==> config.mk <==
export PLATFORM = sky130hd
export DESIGN_NAME = scan_seq
export DESIGN_NICKNAME = d
export VERILOG_FILES = /design/src/rtl/scan_pkg.sv /design/src/rtl/scan_tick_gen.sv /design/src/rtl/scan_clk_div.sv /design/src/rtl/scan_chan_pick.sv /design/src/rtl/scan_fsm.sv /design/src/rtl/scan_seq.sv
export SDC_FILE = /design/constraint.sdc
export NUM_CORES = 1
export LEC_CHECK = 0
export ABC_AREA = 1
export CAP_MARGIN = 20
export CELL_PAD_IN_SITES_DETAIL_PLACEMENT = 2
export CELL_PAD_IN_SITES_GLOBAL_PLACEMENT = 2
export CORE_AREA = 5 5 140 195
export CTS_BUF_LIST = sky130_fd_sc_hd__clkbuf_8
export DETAILED_ROUTE_END_ITERATION = 10
export DIE_AREA = 0 0 145 200
export PLACE_DENSITY = 0.82
export SKIP_CTS_REPAIR_TIMING = 1
export SYNTH_ARGS = -nofsm -noshare
export SYNTH_HDL_FRONTEND = slang
export SYNTH_SLANG_ARGS = --single-unit
export TNS_END_PERCENT = 1
==> constraint.sdc <==
create_clock -name clk -period 2.7 [get_ports clk]
set_input_delay 0.405 -clock clk [delete_from_list [all_inputs] [get_ports clk]]
set_output_delay 0.405 -clock clk [all_outputs]
set_load 0.02 [all_outputs]
==> src/rtl/scan_pkg.sv <==
package scan_pkg;

    typedef enum logic [2:0] {
        ST_OFF   = 3'd0,
        ST_WARM  = 3'd1,
        ST_IDLE  = 3'd2,
        ST_SEL   = 3'd3,
        ST_CONV  = 3'd4,
        ST_OCONV = 3'd5
    } seq_state_e;

endpackage

==> src/rtl/scan_tick_gen.sv <==
module scan_tick_gen #(
    parameter int DIV_W = 8
) (
    input  logic             clk,
    input  logic             rst_n,
    input  logic             run,
    input  logic [DIV_W-1:0] div,
    output logic             tick
);

    typedef struct packed {
        logic [DIV_W-1:0] cnt;
        logic             tick;
    } tick_t;

    tick_t            q, d;
    logic [DIV_W-1:0] last;

    always_comb begin
        last   = (div == '0) ? '0 : div - DIV_W'(1);
        d      = q;
        d.tick = 1'b0;
        if (!run) begin
            d.cnt = '0;
        end else if (q.cnt >= last) begin
            d.cnt  = '0;
            d.tick = 1'b1;
        end else begin
            d.cnt = q.cnt + DIV_W'(1);
        end
    end

    always_ff @(posedge clk or negedge rst_n) begin
        if (!rst_n) q <= '0;
        else        q <= d;
    end

    assign tick = q.tick;

endmodule

==> src/rtl/scan_clk_div.sv <==
module scan_clk_div #(
    parameter int DIV_W = 8
) (
    input  logic             clk,
    input  logic             rst_n,
    input  logic             run,
    input  logic [DIV_W-1:0] div,
    output logic             clk_out
);

    typedef struct packed {
        logic [DIV_W-1:0] cnt;
        logic             lvl;
    } cdiv_t;

    cdiv_t            q, d;
    logic [DIV_W-1:0] last;

    always_comb begin
        last = (div == '0) ? '0 : div - DIV_W'(1);
        d    = q;
        if (!run) begin
            d = '0;
        end else if (q.cnt >= last) begin
            d.cnt = '0;
            d.lvl = ~q.lvl;
        end else begin
            d.cnt = q.cnt + DIV_W'(1);
        end
    end

    always_ff @(posedge clk or negedge rst_n) begin
        if (!rst_n) q <= '0;
        else        q <= d;
    end

    assign clk_out = q.lvl;

endmodule

==> src/rtl/scan_chan_pick.sv <==
module scan_chan_pick #(
    parameter int CH_N  = 8,
    parameter int SEL_W = 3
) (
    input  logic [CH_N-1:0]  pending,
    output logic             found,
    output logic [SEL_W-1:0] idx,
    output logic [CH_N-1:0]  pending_nx
);

    logic [CH_N-1:0] hit;

    // isolate the lowest set bit: that channel is visited first
    assign hit        = pending & (~pending + CH_N'(1));
    assign found      = |pending;
    assign pending_nx = pending & ~hit;

    always_comb begin
        idx = '0;
        for (int i = 0; i < CH_N; i++) begin
            if (hit[i]) idx = SEL_W'(i);
        end
    end

endmodule

==> src/rtl/scan_fsm.sv <==
module scan_fsm
    import scan_pkg::*;
#(
    parameter int CH_N   = 8,
    parameter int SEL_W  = 3,
    parameter int TMR_W  = 32,
    parameter int WARM_W = 16
) (
    input  logic              clk,
    input  logic              rst_n,
    input  logic              enable,
    input  logic              tick,
    input  logic [TMR_W-1:0]  interval,
    input  logic [WARM_W-1:0] warm_cycles,
    input  logic [CH_N-1:0]   chan_mask,
    input  logic              ovr_mode,
    input  logic              ovr_cmd,
    input  logic [SEL_W-1:0]  ovr_chan,
    input  logic              irq_en,
    input  logic              conv_done,
    output logic              conv_req,
    output logic [SEL_W-1:0]  mux_sel,
    output logic              busy,
    output logic              warm_done,
    output logic              irq
);

    typedef struct packed {
        seq_state_e        st;
        logic [TMR_W-1:0]  timer;
        logic [WARM_W-1:0] warm;
        logic [CH_N-1:0]   rem;
        logic [SEL_W-1:0]  sel;
        logic              req;
        logic              irq;
        logic              pend;
        logic [SEL_W-1:0]  pchan;
    } fsm_t;

    fsm_t              q, d;
    logic              pick_found;
    logic [SEL_W-1:0]  pick_idx;
    logic [CH_N-1:0]   pick_rem;
    logic [TMR_W-1:0]  int_eff;
    logic [WARM_W:0]   warm_nx;
    logic              timed_run;

    scan_chan_pick #(
        .CH_N  (CH_N),
        .SEL_W (SEL_W)
    ) u_pick (
        .pending    (q.rem),
        .found      (pick_found),
        .idx        (pick_idx),
        .pending_nx (pick_rem)
    );

    assign int_eff   = (interval == '0) ? TMR_W'(1) : interval;
    assign warm_nx   = {1'b0, q.warm} + (WARM_W+1)'(1);
    assign timed_run = (q.st != ST_OFF) && (q.st != ST_WARM);

    always_comb begin
        d     = q;
        d.irq = 1'b0;

        // interval timer counts ticks since the last scan start, saturating
        if (tick && timed_run && (q.timer != '1)) begin
            d.timer = q.timer + TMR_W'(1);
        end

        unique case (q.st)
            ST_OFF: begin
                d.st    = ST_WARM;
                d.warm  = '0;
                d.timer = '0;
            end
            ST_WARM: begin
                if (tick) begin
                    if (warm_nx >= {1'b0, warm_cycles}) begin
                        d.st    = ST_IDLE;
                        d.timer = '1;
                    end else begin
                        d.warm = warm_nx[WARM_W-1:0];
                    end
                end
            end
            ST_IDLE: begin
                if (tick) begin
                    if (ovr_mode) begin
                        if (q.pend) begin
                            d.st   = ST_OCONV;
                            d.sel  = q.pchan;
                            d.req  = 1'b1;
                            d.pend = 1'b0;
                        end
                    end else if (q.timer >= int_eff) begin
                        d.st    = ST_SEL;
                        d.rem   = chan_mask;
                        d.timer = TMR_W'(1);
                    end
                end
            end
            ST_SEL: begin
                if (ovr_mode) begin
                    d.st  = ST_IDLE;
                    d.rem = '0;
                end else if (tick) begin
                    if (!pick_found) begin
                        d.st  = ST_IDLE;
                        d.irq = irq_en;
                    end else begin
                        d.st  = ST_CONV;
                        d.sel = pick_idx;
                        d.rem = pick_rem;
                        d.req = 1'b1;
                    end
                end
            end
            ST_CONV: begin
                if (conv_done) begin
                    d.st  = ST_SEL;
                    d.req = 1'b0;
                end
            end
            ST_OCONV: begin
                if (conv_done) begin
                    d.st  = ST_IDLE;
                    d.req = 1'b0;
                    d.irq = irq_en;
                end
            end
            default: d.st = ST_OFF;
        endcase

        // override commands are only honoured in override mode
        if (!ovr_mode) begin
            d.pend = 1'b0;
        end else if (ovr_cmd && !d.pend) begin
            d.pend  = 1'b1;
            d.pchan = ovr_chan;
        end

        if (!enable) begin
            d = '0;
        end
    end

    always_ff @(posedge clk or negedge rst_n) begin
        if (!rst_n) q <= '0;
        else        q <= d;
    end

    assign conv_req  = q.req;
    assign mux_sel   = q.sel;
    assign irq       = q.irq;
    assign busy      = (q.st == ST_SEL) || (q.st == ST_CONV) || (q.st == ST_OCONV);
    assign warm_done = timed_run;

endmodule

==> src/rtl/scan_seq.sv <==
module scan_seq #(
    parameter int CH_N   = 8,
    parameter int PRE_W  = 8,
    parameter int TMR_W  = 32,
    parameter int CDIV_W = 8,
    parameter int WARM_W = 16,
    localparam int SEL_W = (CH_N > 1) ? $clog2(CH_N) : 1
) (
    input  logic              clk,
    input  logic              rst_n,
    input  logic              enable,
    input  logic [PRE_W-1:0]  prescale,
    input  logic [TMR_W-1:0]  interval,
    input  logic [WARM_W-1:0] warm_cycles,
    input  logic [CDIV_W-1:0] cdiv,
    input  logic [CH_N-1:0]   chan_mask,
    input  logic              ovr_mode,
    input  logic              ovr_cmd,
    input  logic [SEL_W-1:0]  ovr_chan,
    input  logic              irq_en,
    input  logic              conv_done,
    output logic              conv_clk,
    output logic              conv_req,
    output logic [SEL_W-1:0]  mux_sel,
    output logic              busy,
    output logic              warm_done,
    output logic              irq
);

    logic tick;

    scan_tick_gen #(
        .DIV_W (PRE_W)
    ) u_tick (
        .clk   (clk),
        .rst_n (rst_n),
        .run   (enable),
        .div   (prescale),
        .tick  (tick)
    );

    scan_clk_div #(
        .DIV_W (CDIV_W)
    ) u_cdiv (
        .clk     (clk),
        .rst_n   (rst_n),
        .run     (enable),
        .div     (cdiv),
        .clk_out (conv_clk)
    );

    scan_fsm #(
        .CH_N   (CH_N),
        .SEL_W  (SEL_W),
        .TMR_W  (TMR_W),
        .WARM_W (WARM_W)
    ) u_fsm (
        .clk         (clk),
        .rst_n       (rst_n),
        .enable      (enable),
        .tick        (tick),
        .interval    (interval),
        .warm_cycles (warm_cycles),
        .chan_mask   (chan_mask),
        .ovr_mode    (ovr_mode),
        .ovr_cmd     (ovr_cmd),
        .ovr_chan    (ovr_chan),
        .irq_en      (irq_en),
        .conv_done   (conv_done),
        .conv_req    (conv_req),
        .mux_sel     (mux_sel),
        .busy        (busy),
        .warm_done   (warm_done),
        .irq         (irq)
    );

endmodule

==> run summary, run 1 <==
The total chip power is 3.86 mW. Summed over all cells, the static leakage comes to 5.03 nW. The number of buffer and inverter instances along the worst setup path came out at 5. The finished layout holds 1559 standard cells, fillers aside. The clock arrives with roughly 0.021 ns of skew. The combinational share of power is 33.3%. For this run, the leading register cell type out of synthesis is sky130_fd_sc_hd__dfrtp_1. The switching power as a share of total power is 37.1%. Setup violations remaining at the end of the flow were counted as 50. The detailed-route DRC error count is 0. From bottom edge to top edge, the die measures 200 um. The min-delay analysis places its worst path in the category in2async. In this run the remaining antenna-violating nets after routing total 0. The longest clock path from root to sink contains 2 buffers.

Setup repair after global routing could not meet its margin everywhere. The synthesized area per cell is 7.16 um^2. The netlist area before placement came out at roughly 0.0074 mm^2.

Max-cap violations in this run came to 0. The relative area change from synthesis to final layout came out at 36.2%. In the routed layout, each cell is associated on average with a via count of 4.94. The final reports fail on negative hold slack, negative setup slack. Static timing analysis puts the maximum clock frequency at 305 MHz. The count of port buffers added during placement is 89. The clock reaches the later pin of the worst-skew pair after 0.40 ns. Counting flops with an async set or reset pin after synthesis yields a share of 100%. The delay of the slowest cell on the worst path came out at 0.38 ns. TritonCTS built the clock tree. The measured slew at the worst slew-check pin came out at 0.609 ns. The row count came out at 69.

The internal power summed over all cells came out at between 2 and 2.5 mW. The sequential cell fraction of total power came out at 38.6%. The final instance area is between 0.01 and 0.015 mm^2. The die outline area is around 0.029 mm^2. Counting every instance in the synthesized netlist gives between 1000 and 1500. The data required time of the worst path is 3.04 ns. The power density over cell area came out at roughly 380 mW/mm^2. The most critical setup path has its startpoint at u_fsm.q[17]. After detailed routing, the average wire length per cell comes to between 15 and 20 um. The number of hold violations in the final report was 3. The kind of end point of the critical path is a register. CTS placed an instance of sky130_fd_sc_hd__clkbuf_8 at the clock tree root. Final hold analysis gives a worst-case slack of -0.00551 ns. The worst slew margin relative to its limit came out at between 50% and 60%. The flow ran to the end, but the final reports show violations. The number of placed instances with taps included came out at 1534. The global placement routability congestion came out at 0.923. The number of detailed-routing iterations run before antenna repair is 6.

In this run the worst path has a maximum fanout of 6. Summing all placed instances gives a cell area of 0.00945 mm^2. The arrival time of data at the critical path endpoint came out at between 3 and 4 ns. For this run the aggregate overflow at the end of global routing stands at 0. The number of buffers added by the clock tree synthesis step came out at 9. The number of inserted diodes came out at 0. The clock period minus worst slack came out at between 3 and 4 ns. The ratio of final minimum period to clock period is 122%.

For this design the total switching power over the nets is 1.43 mW. The total number of nets in the final design came out at 1387. After synthesis the netlist holds a flip-flop and latch count of 86. The number of nets in the synthesized netlist is 1191. The detailed-placement wirelength estimate is 21200 um. Entering global routing, the biggest net connects 55 pins. Sequential elements use 28.9% of the synthesized area. The number of violations reported at the end of detailed-routing iteration 0 came out at 145. Once the floorplan was initialized, standard cells occupied 29.4% of the core. Yosys mapped the design onto 50 distinct sky130hd cell types. The number of antenna violations at the first check in global routing came out at 0. The number of max-slew violations in the final report came to 0. The share of total power in the clock network is between 20 and 30%. The count of yosys warnings during synthesis is 0. The signal on the critical path passes through buf_4 -> nand3_4 -> nor2_4 -> nand4_1 -> nor2_2 -> nand2_2 -> buf_4 -> xor2_2 -> inv_1 -> ha_1 -> nand4_1 -> nor2_2 -> buf_4 -> a31oi_4 -> o21a_4 -> nand2_4 -> nand2_4 -> nand3_4 -> clkbuf_16 -> o21ai_2.

In this design, the largest share of critical-path delay is due to simple AND/OR/NAND/NOR gates. For this design, the slowest cell found on the critical path is sky130_fd_sc_hd__dfrtp_1. The number of global-route vias before repair is 8672.

The worst setup path is launched from a register. The number of enable flip-flop cells after synthesis came out at 0. Cells with a size suffix above 1 make up 20.6% of the layout. The total length of routed wires came out at between 20000 and 30000 um.

For this design the top-level I/O count stands at 90. The global-route usage over all layers came out at 17.6%. The horizontal extent of the die came out at 145 um. The wire length of the first global-routing pass is 42200 um. The most repeated library cell on the critical path is sky130_fd_sc_hd__buf_4.

The critical path is of the reg2reg type. The H-tree was split into 3 levels. The clock net in this run drives a total of 86 sinks.

The CTS clock-pin slew for the worst setup and hold paths came out at 0.11 ns. The worst register-to-register path begins at u_fsm.q[17]. The total core area came out at 0.0253 mm^2.

The count of vias placed by the detailed router came out at roughly 7700. The setup slack of the critical path after layout is -0.581 ns. The worst supply voltage drop on vdd is 217 uV.
## layout by cell type (no fill, tap or decap), types with 6 or more instances in the layout
master,netlist,layout
sky130_fd_sc_hd__nand2_1,242,230
sky130_fd_sc_hd__inv_1,149,149
sky130_fd_sc_hd__buf_4,3,113
sky130_fd_sc_hd__nor2_1,99,91
sky130_fd_sc_hd__dfrtp_1,86,86
sky130_fd_sc_hd__clkdlybuf4s50_1,0,72
sky130_fd_sc_hd__ha_1,70,66
sky130_fd_sc_hd__nand3_1,54,53
sky130_fd_sc_hd__a21oi_1,57,41
sky130_fd_sc_hd__xor2_1,37,33
sky130_fd_sc_hd__o21ai_0,34,32
sky130_fd_sc_hd__a21oi_2,13,29
sky130_fd_sc_hd__o21ai_1,25,27
sky130_fd_sc_hd__nor3_1,25,23
sky130_fd_sc_hd__nand2_2,10,22
sky130_fd_sc_hd__dlymetal6s2s_1,0,16
sky130_fd_sc_hd__nand4_1,15,15
sky130_fd_sc_hd__xnor2_1,13,13
sky130_fd_sc_hd__o21ai_2,11,11
sky130_fd_sc_hd__clkbuf_8,0,10
sky130_fd_sc_hd__nor2_2,3,9
sky130_fd_sc_hd__or2_2,8,8
sky130_fd_sc_hd__buf_12,0,6
## metal layers
layer / GRT usage [%] / wire, um / vias to the layer above
met4: 5.97 / 722 / 0
met3: 2.12 / 567 / 32
li1: - / - / 3776
met2: 36.9 / 15700 / 83
met1: 17.5 / 9930 / 3815
met5: 0 / 0 / -
## power groups by stage
stage	combinational (mW)	clock, mW	sequential [mW]
2_1_floorplan	0.723	0	1.47
3_5_place_dp	1.23	0	1.52
4_1_cts	1.24	1.12	1.49
5_1_grt	1.44	1.17	1.51
3_3_place_gp	1.18	0	1.51
6_report	1.29	1.08	1.49
## stage by stage
stage / setup TNS, ns / util (%) / worst slack (ns) / hold WS (ns)
after floorplan: -0.255 / - / -0.0263 / 0.109
after global placement: -42.11 / 37.3 / -0.759 / 0.447
after detailed placement: -52.12 / 37.3 / -0.872 / 0.444
after CTS: -32.22 / 38.2 / -0.655 / 0.000377
after global routing: -36.30 / 40.0 / -0.800 / 0.0223
final: -25.16 / 40.0 / -0.581 / -0.00551
## cell usage after synthesis, drive strengths merged (3+ instances only)
cell      n  area, um^2
xor2     37         324
xnor2    13         114
nand3b    3        22.5
nand3    57         308
a31oi     5        31.3
nor4     14        93.8
inv     152         573
nand4    15        93.8
clkbuf    5        21.3
a32oi     3        26.3
buf      18         165
nor3b     4        30.0
a21oi    70         399
ha       70         876
nor3     27         151
dfrtp    86        2150
nand2   258        1040
or2       8        50.1
o21a      4        37.5
nor2    104         413
o21ai    70         392
a21o      4        30.0
## sequential cells by signal (all words and copies together) (netlist names)
signal          cells
u_cdiv.q            8
u_fsm.mux_sel       3
u_tick.tick         1
u_fsm.q            63
u_fsm.conv_req      1
u_cdiv.clk_out      1
u_tick.q            8
u_fsm.irq           1
## cell type report
type	instances	area [um^2]
Clock buffer	10	138
Multi-Input combinational cell	778	4860
Clock inverter	6	85.1
Tap cell	319	399
Inverter	152	576
Timing Repair Buffer	208	1910
Sequential cell	86	2150
Fill cell	2952	15200
## kinds of logic after synthesis
kind of cell / count (synthesis) / synth area share (%)
compound gates: 165 / 13.3
xor+xnor: 50 / 5.89
fa+ha+maj: 70 / 11.8
buf+inv: 175 / 10.2
flops: 86 / 28.9
mux: 1 / 0.135
simple gates: 492 / 29.8
## worst paths after layout
kind	endpoint	slack, ns	depth (start not counted)
min in group clk	u_tick.q[1]	0.50	1
hold reg to reg	u_tick.q[1]	0.50	1
hold / removal	u_cdiv.q[7]	-0.006	1
max in group asynchronous	u_fsm.q[54]	2.02	2
setup / recovery	u_fsm.q[21]	-0.58	20
setup reg to reg	u_fsm.q[21]	-0.58	20
Note: power is estimated with default switching activity, not from simulation.
==> run 2: changes to the inputs <==
CORE_AREA = 2 2 137 192   (was 5 5 140 195)
DIE_AREA = 0 0 139 194   (was 0 0 145 200)
==> run 2 against run 1 <==
Compared with the run above: the run ends with negative setup slack left; critical path depth down 1; non-clock buffer count fell by 4; largest cell class unchanged; global-route usage up 2.2 points; setup slack gained 0.026 ns; clock skew rose by 0.00065 ns; critical endpoint is now u_fsm.q[32]; clock-buffer cell count grew 1; critical path type unchanged.
==> run summary, run 2 (same netlist as run 1, synthesis figures left out) <==
The setup total negative slack is -24.91 ns (was -25.16 ns). The CTS tree is built (unchanged). The worst supply voltage drop on vdd is 337 uV (was 217 uV). The share of total power in the clock network is 26.2% (was 28.0%). The critical setup path kind is reg2reg (unchanged).

The initial cell density of the core came out at 29.5% (was 29.4%). The row count came out at 69 (unchanged). The area taken by multi-input logic gates came out at 0.00486 mm^2 (about the same). The horizontal extent of the die came out at 139 um (was 145 um). The startpoint of the most critical register-to-register path is u_fsm.q[17] (unchanged). The combinational share of power is 34.6% (was 33.3%). The measured slew at the worst slew-check pin is 0.675 ns (was 0.609 ns). The clock period minus worst slack is 3.25 ns (was 3.28 ns). The sequential cell area came out at 0.00215 mm^2 (unchanged). The setup slack of the critical path after layout came out at -0.555 ns (was -0.581 ns).

The global placement routability congestion came out at 0.879 (was 0.923). The register ranked first by flip-flop count was u_fsm.q (unchanged). The final setup skew was 0.0220 ns (was 0.0214 ns). The count of port buffers added during placement is 89 (unchanged). Result of the run: complete, but fails checks (unchanged).

The leakage power of the design is 4.82 nW (was 5.03 nW). The leading cell type in the layout, fill and taps excluded is sky130_fd_sc_hd__nand2_1 (unchanged). For hold timing, the worst endpoint is u_cdiv.q[1]. The post-detailed-route via-to-cell ratio is 5.00 (was 4.94).

The cell area reported after detailed placement came out at 0.00942 mm^2 (was 0.00945 mm^2). The final instance area came to 0.0100 mm^2 (was 0.0101 mm^2). The global-route usage over all layers is 19.7% (was 17.6%). The worst reg-to-reg setup slack came out at -0.55 ns (was -0.58 ns).

The worst slew margin relative to its limit is 54.6% (was 59.1%). The destination of the worst register-to-register timing path is u_fsm.q[32] (was u_fsm.q[21]). The number of detailed-routing iterations run before antenna repair came out at 4 (was 6). The arrival time of data at the critical path endpoint came out at 3.53 ns (was 3.62 ns). The die outline area came out at 0.0270 mm^2 (was 0.0290 mm^2). The total chip power came to 3.79 mW (was 3.86 mW). The vertical die dimension was 194 um (was 200 um). The reported net switching power came out at 1.44 mW (was 1.43 mW). The number of placed instances with taps included is 1532 (was 1534). The ratio of final minimum period to clock period is 121% (was 122%). The number of hold violations in the final report was 0 (was 3). The worst reg2reg path depth came out at 19 (was 20). The count of vias placed by the detailed router came to 7783 (was 7706). The routed length per instance is 17.7 um (was 17.3 um). The clock insertion delay at the later pin of the skew report came out at 0.40 ns (about the same). The final count of negative-setup-slack endpoints is 65 (was 50). The fill cell total of the finished layout came to 2971 (was 2952). Setup repair after global routing missed its margin: yes (unchanged). The data required time of the worst path came to 2.97 ns (was 3.04 ns).

The internal power summed over all cells came out at 2.35 mW (was 2.43 mW). The pin count of the biggest net entering global routing came out at 55 (unchanged). The number of antenna violations at the first check in global routing is 0 (unchanged). The number of global-route vias before repair is 8908 (was 8672).

The detailed-route DRC error count is 0 (unchanged). The worst setup path startpoint is u_fsm.q[17] (unchanged). The utilization after layout is 39.8% (was 40.0%). The power density over cell area was 377 mW/mm^2 (was 381 mW/mm^2). The peak fanout along the critical path is 6 (unchanged). The flip-flop count of the largest register, all copies and words added is 63 (unchanged). The kind of end point of the critical path is a register (unchanged). The number of max-slew violations in the final report was 0 (unchanged). The buffer depth of the longest clock path is 2 (unchanged). The detailed-placement wirelength estimate is 21200 um (about the same). The origin of the worst min-delay path is u_cdiv.q[1]. The total length of routed wires came out at 27500 um (was 26900 um).

The element type at the critical path start was a register (unchanged). The clock sink total is 86 (unchanged). The post-placement setup slack is -0.866 ns (was -0.872 ns). The total core area came out at 0.0252 mm^2 (was 0.0253 mm^2). The number of antenna-violating nets in the routed design came to 0 (unchanged). The max-capacitance violation count is 0 (unchanged). The total number of nets in the final design came out at 1384 (was 1387).

The number of buffers added by the clock tree synthesis step is 9 (unchanged). The class of the tightest hold or removal check is reg2reg (was in2async). The final hold slack came out at 0.489 ns (was -0.00551 ns). The number of inserted diodes came out at 0 (unchanged). Commonest cells after routing, fill and taps aside: 236 x sky130_fd_sc_hd__nand2_1, 150 x sky130_fd_sc_hd__inv_1, 107 x sky130_fd_sc_hd__buf_4 (was 230 x sky130_fd_sc_hd__nand2_1, 149 x sky130_fd_sc_hd__inv_1, 113 x sky130_fd_sc_hd__buf_4). The root cell of the clock tree is sky130_fd_sc_hd__clkbuf_8 (unchanged). The fraction of final layout cells sized beyond drive strength 1 came out at 19.6% (was 20.6%). Violated checks: negative setup slack (was negative hold slack, negative setup slack). The depth of the worst hold-timing path came out at 1. The final instance count without filler cells is 1556 (was 1559). The wire length of the first global-routing pass came out at 43300 um (was 42200 um). The relative area change from synthesis to final layout came out at 35.1% (was 36.2%). The sequential cell fraction of total power is 39.3% (was 38.6%). The fmax is 307 MHz (was 305 MHz). The number of primary I/O pins came to 90 (unchanged). The number of violations reported at the end of detailed-routing iteration 0 came out at 258 (was 145).

The CTS clock-pin slew for the worst setup and hold paths came out at 0.10 ns (was 0.11 ns). The final global-route overflow total is 0 (unchanged). The maximum level of the CTS H-tree came out at 3 (unchanged). Regs by FF count: u_fsm.q: 63 flops, u_cdiv.q: 8 flops, u_tick.q: 8 flops (unchanged). The switching power as a share of total power is 38.1% (was 37.1%).
-- run 2: cell types whose count changed in the layout (fill, tap and decap cells not counted), sizes merged --
cell           delta
dlymetal6s2s     -15
clkdlybuf4s50    +15
dlygate4sd3       +1
clkbuf            +2
nand2             +1
buf               -6
bufinv            -1
-- run 2: power by group through the flow --
| stage | Combinational [mW] | Sequential, mW | Clock (mW) |
|---|---|---|---|
| detailed placement | 1.23 | 1.51 | 0 |
| CTS | 1.24 | 1.49 | 1.02 |
| finish | 1.31 | 1.49 | 0.993 |
| global placement | 1.17 | 1.51 | 0 |
| global route | 1.46 | 1.50 | 1.07 |
| floorplan | 0.723 | 1.47 | 0 |
-- run 2: cell type report --
cell class	count	share of cell area (%)
timing repair buffer	204	18.5
clock inverter	5	0.498
tap	319	3.97
inverter	152	5.71
multi-input combinational	779	48.4
sequential	86	21.4
clock buffer	11	1.51
-- run 2: worst max path at each step --
stage	to	cells after the start	slack [ns]
2_1_floorplan	u_fsm.q[21]	21	-0.03
3_3_place_gp	u_fsm.q[34]	17	-0.73
3_5_place_dp	u_fsm.q[62]	20	-0.87
4_1_cts	u_fsm.q[65]	22	-0.59
5_1_grt	u_fsm.q[32]	21	-0.80
6_report	u_fsm.q[32]	19	-0.55
-- run 2: layer usage --
metal	share of wire [%]	GRT usage, %
met1	38	19.8
met3	2.2	2.74
met2	57	39.7
met5	0	0
met4	3.7	8.42
-- run 2: critical path, stage by stage, from the launching register on --
cell and delay, ns:
sky130_fd_sc_hd__dfrtp_1 0.40, sky130_fd_sc_hd__ha_2 0.21, sky130_fd_sc_hd__nand2_2 0.07, sky130_fd_sc_hd__nor2_4 0.11, sky130_fd_sc_hd__nand3_4 0.11, sky130_fd_sc_hd__nor3_4 0.27, sky130_fd_sc_hd__nand2_2 0.12, sky130_fd_sc_hd__xor2_2 0.23
sky130_fd_sc_hd__inv_2 0.07, sky130_fd_sc_hd__ha_4 0.27, sky130_fd_sc_hd__nand4_1 0.17, sky130_fd_sc_hd__nor2_2 0.18, sky130_fd_sc_hd__buf_4 0.14, sky130_fd_sc_hd__a31oi_4 0.09, sky130_fd_sc_hd__o21a_4 0.15, sky130_fd_sc_hd__nand2_8 0.10
sky130_fd_sc_hd__nand2_8 0.08, sky130_fd_sc_hd__nand3_4 0.12, sky130_fd_sc_hd__clkbuf_16 0.17, sky130_fd_sc_hd__o21ai_2 0.05
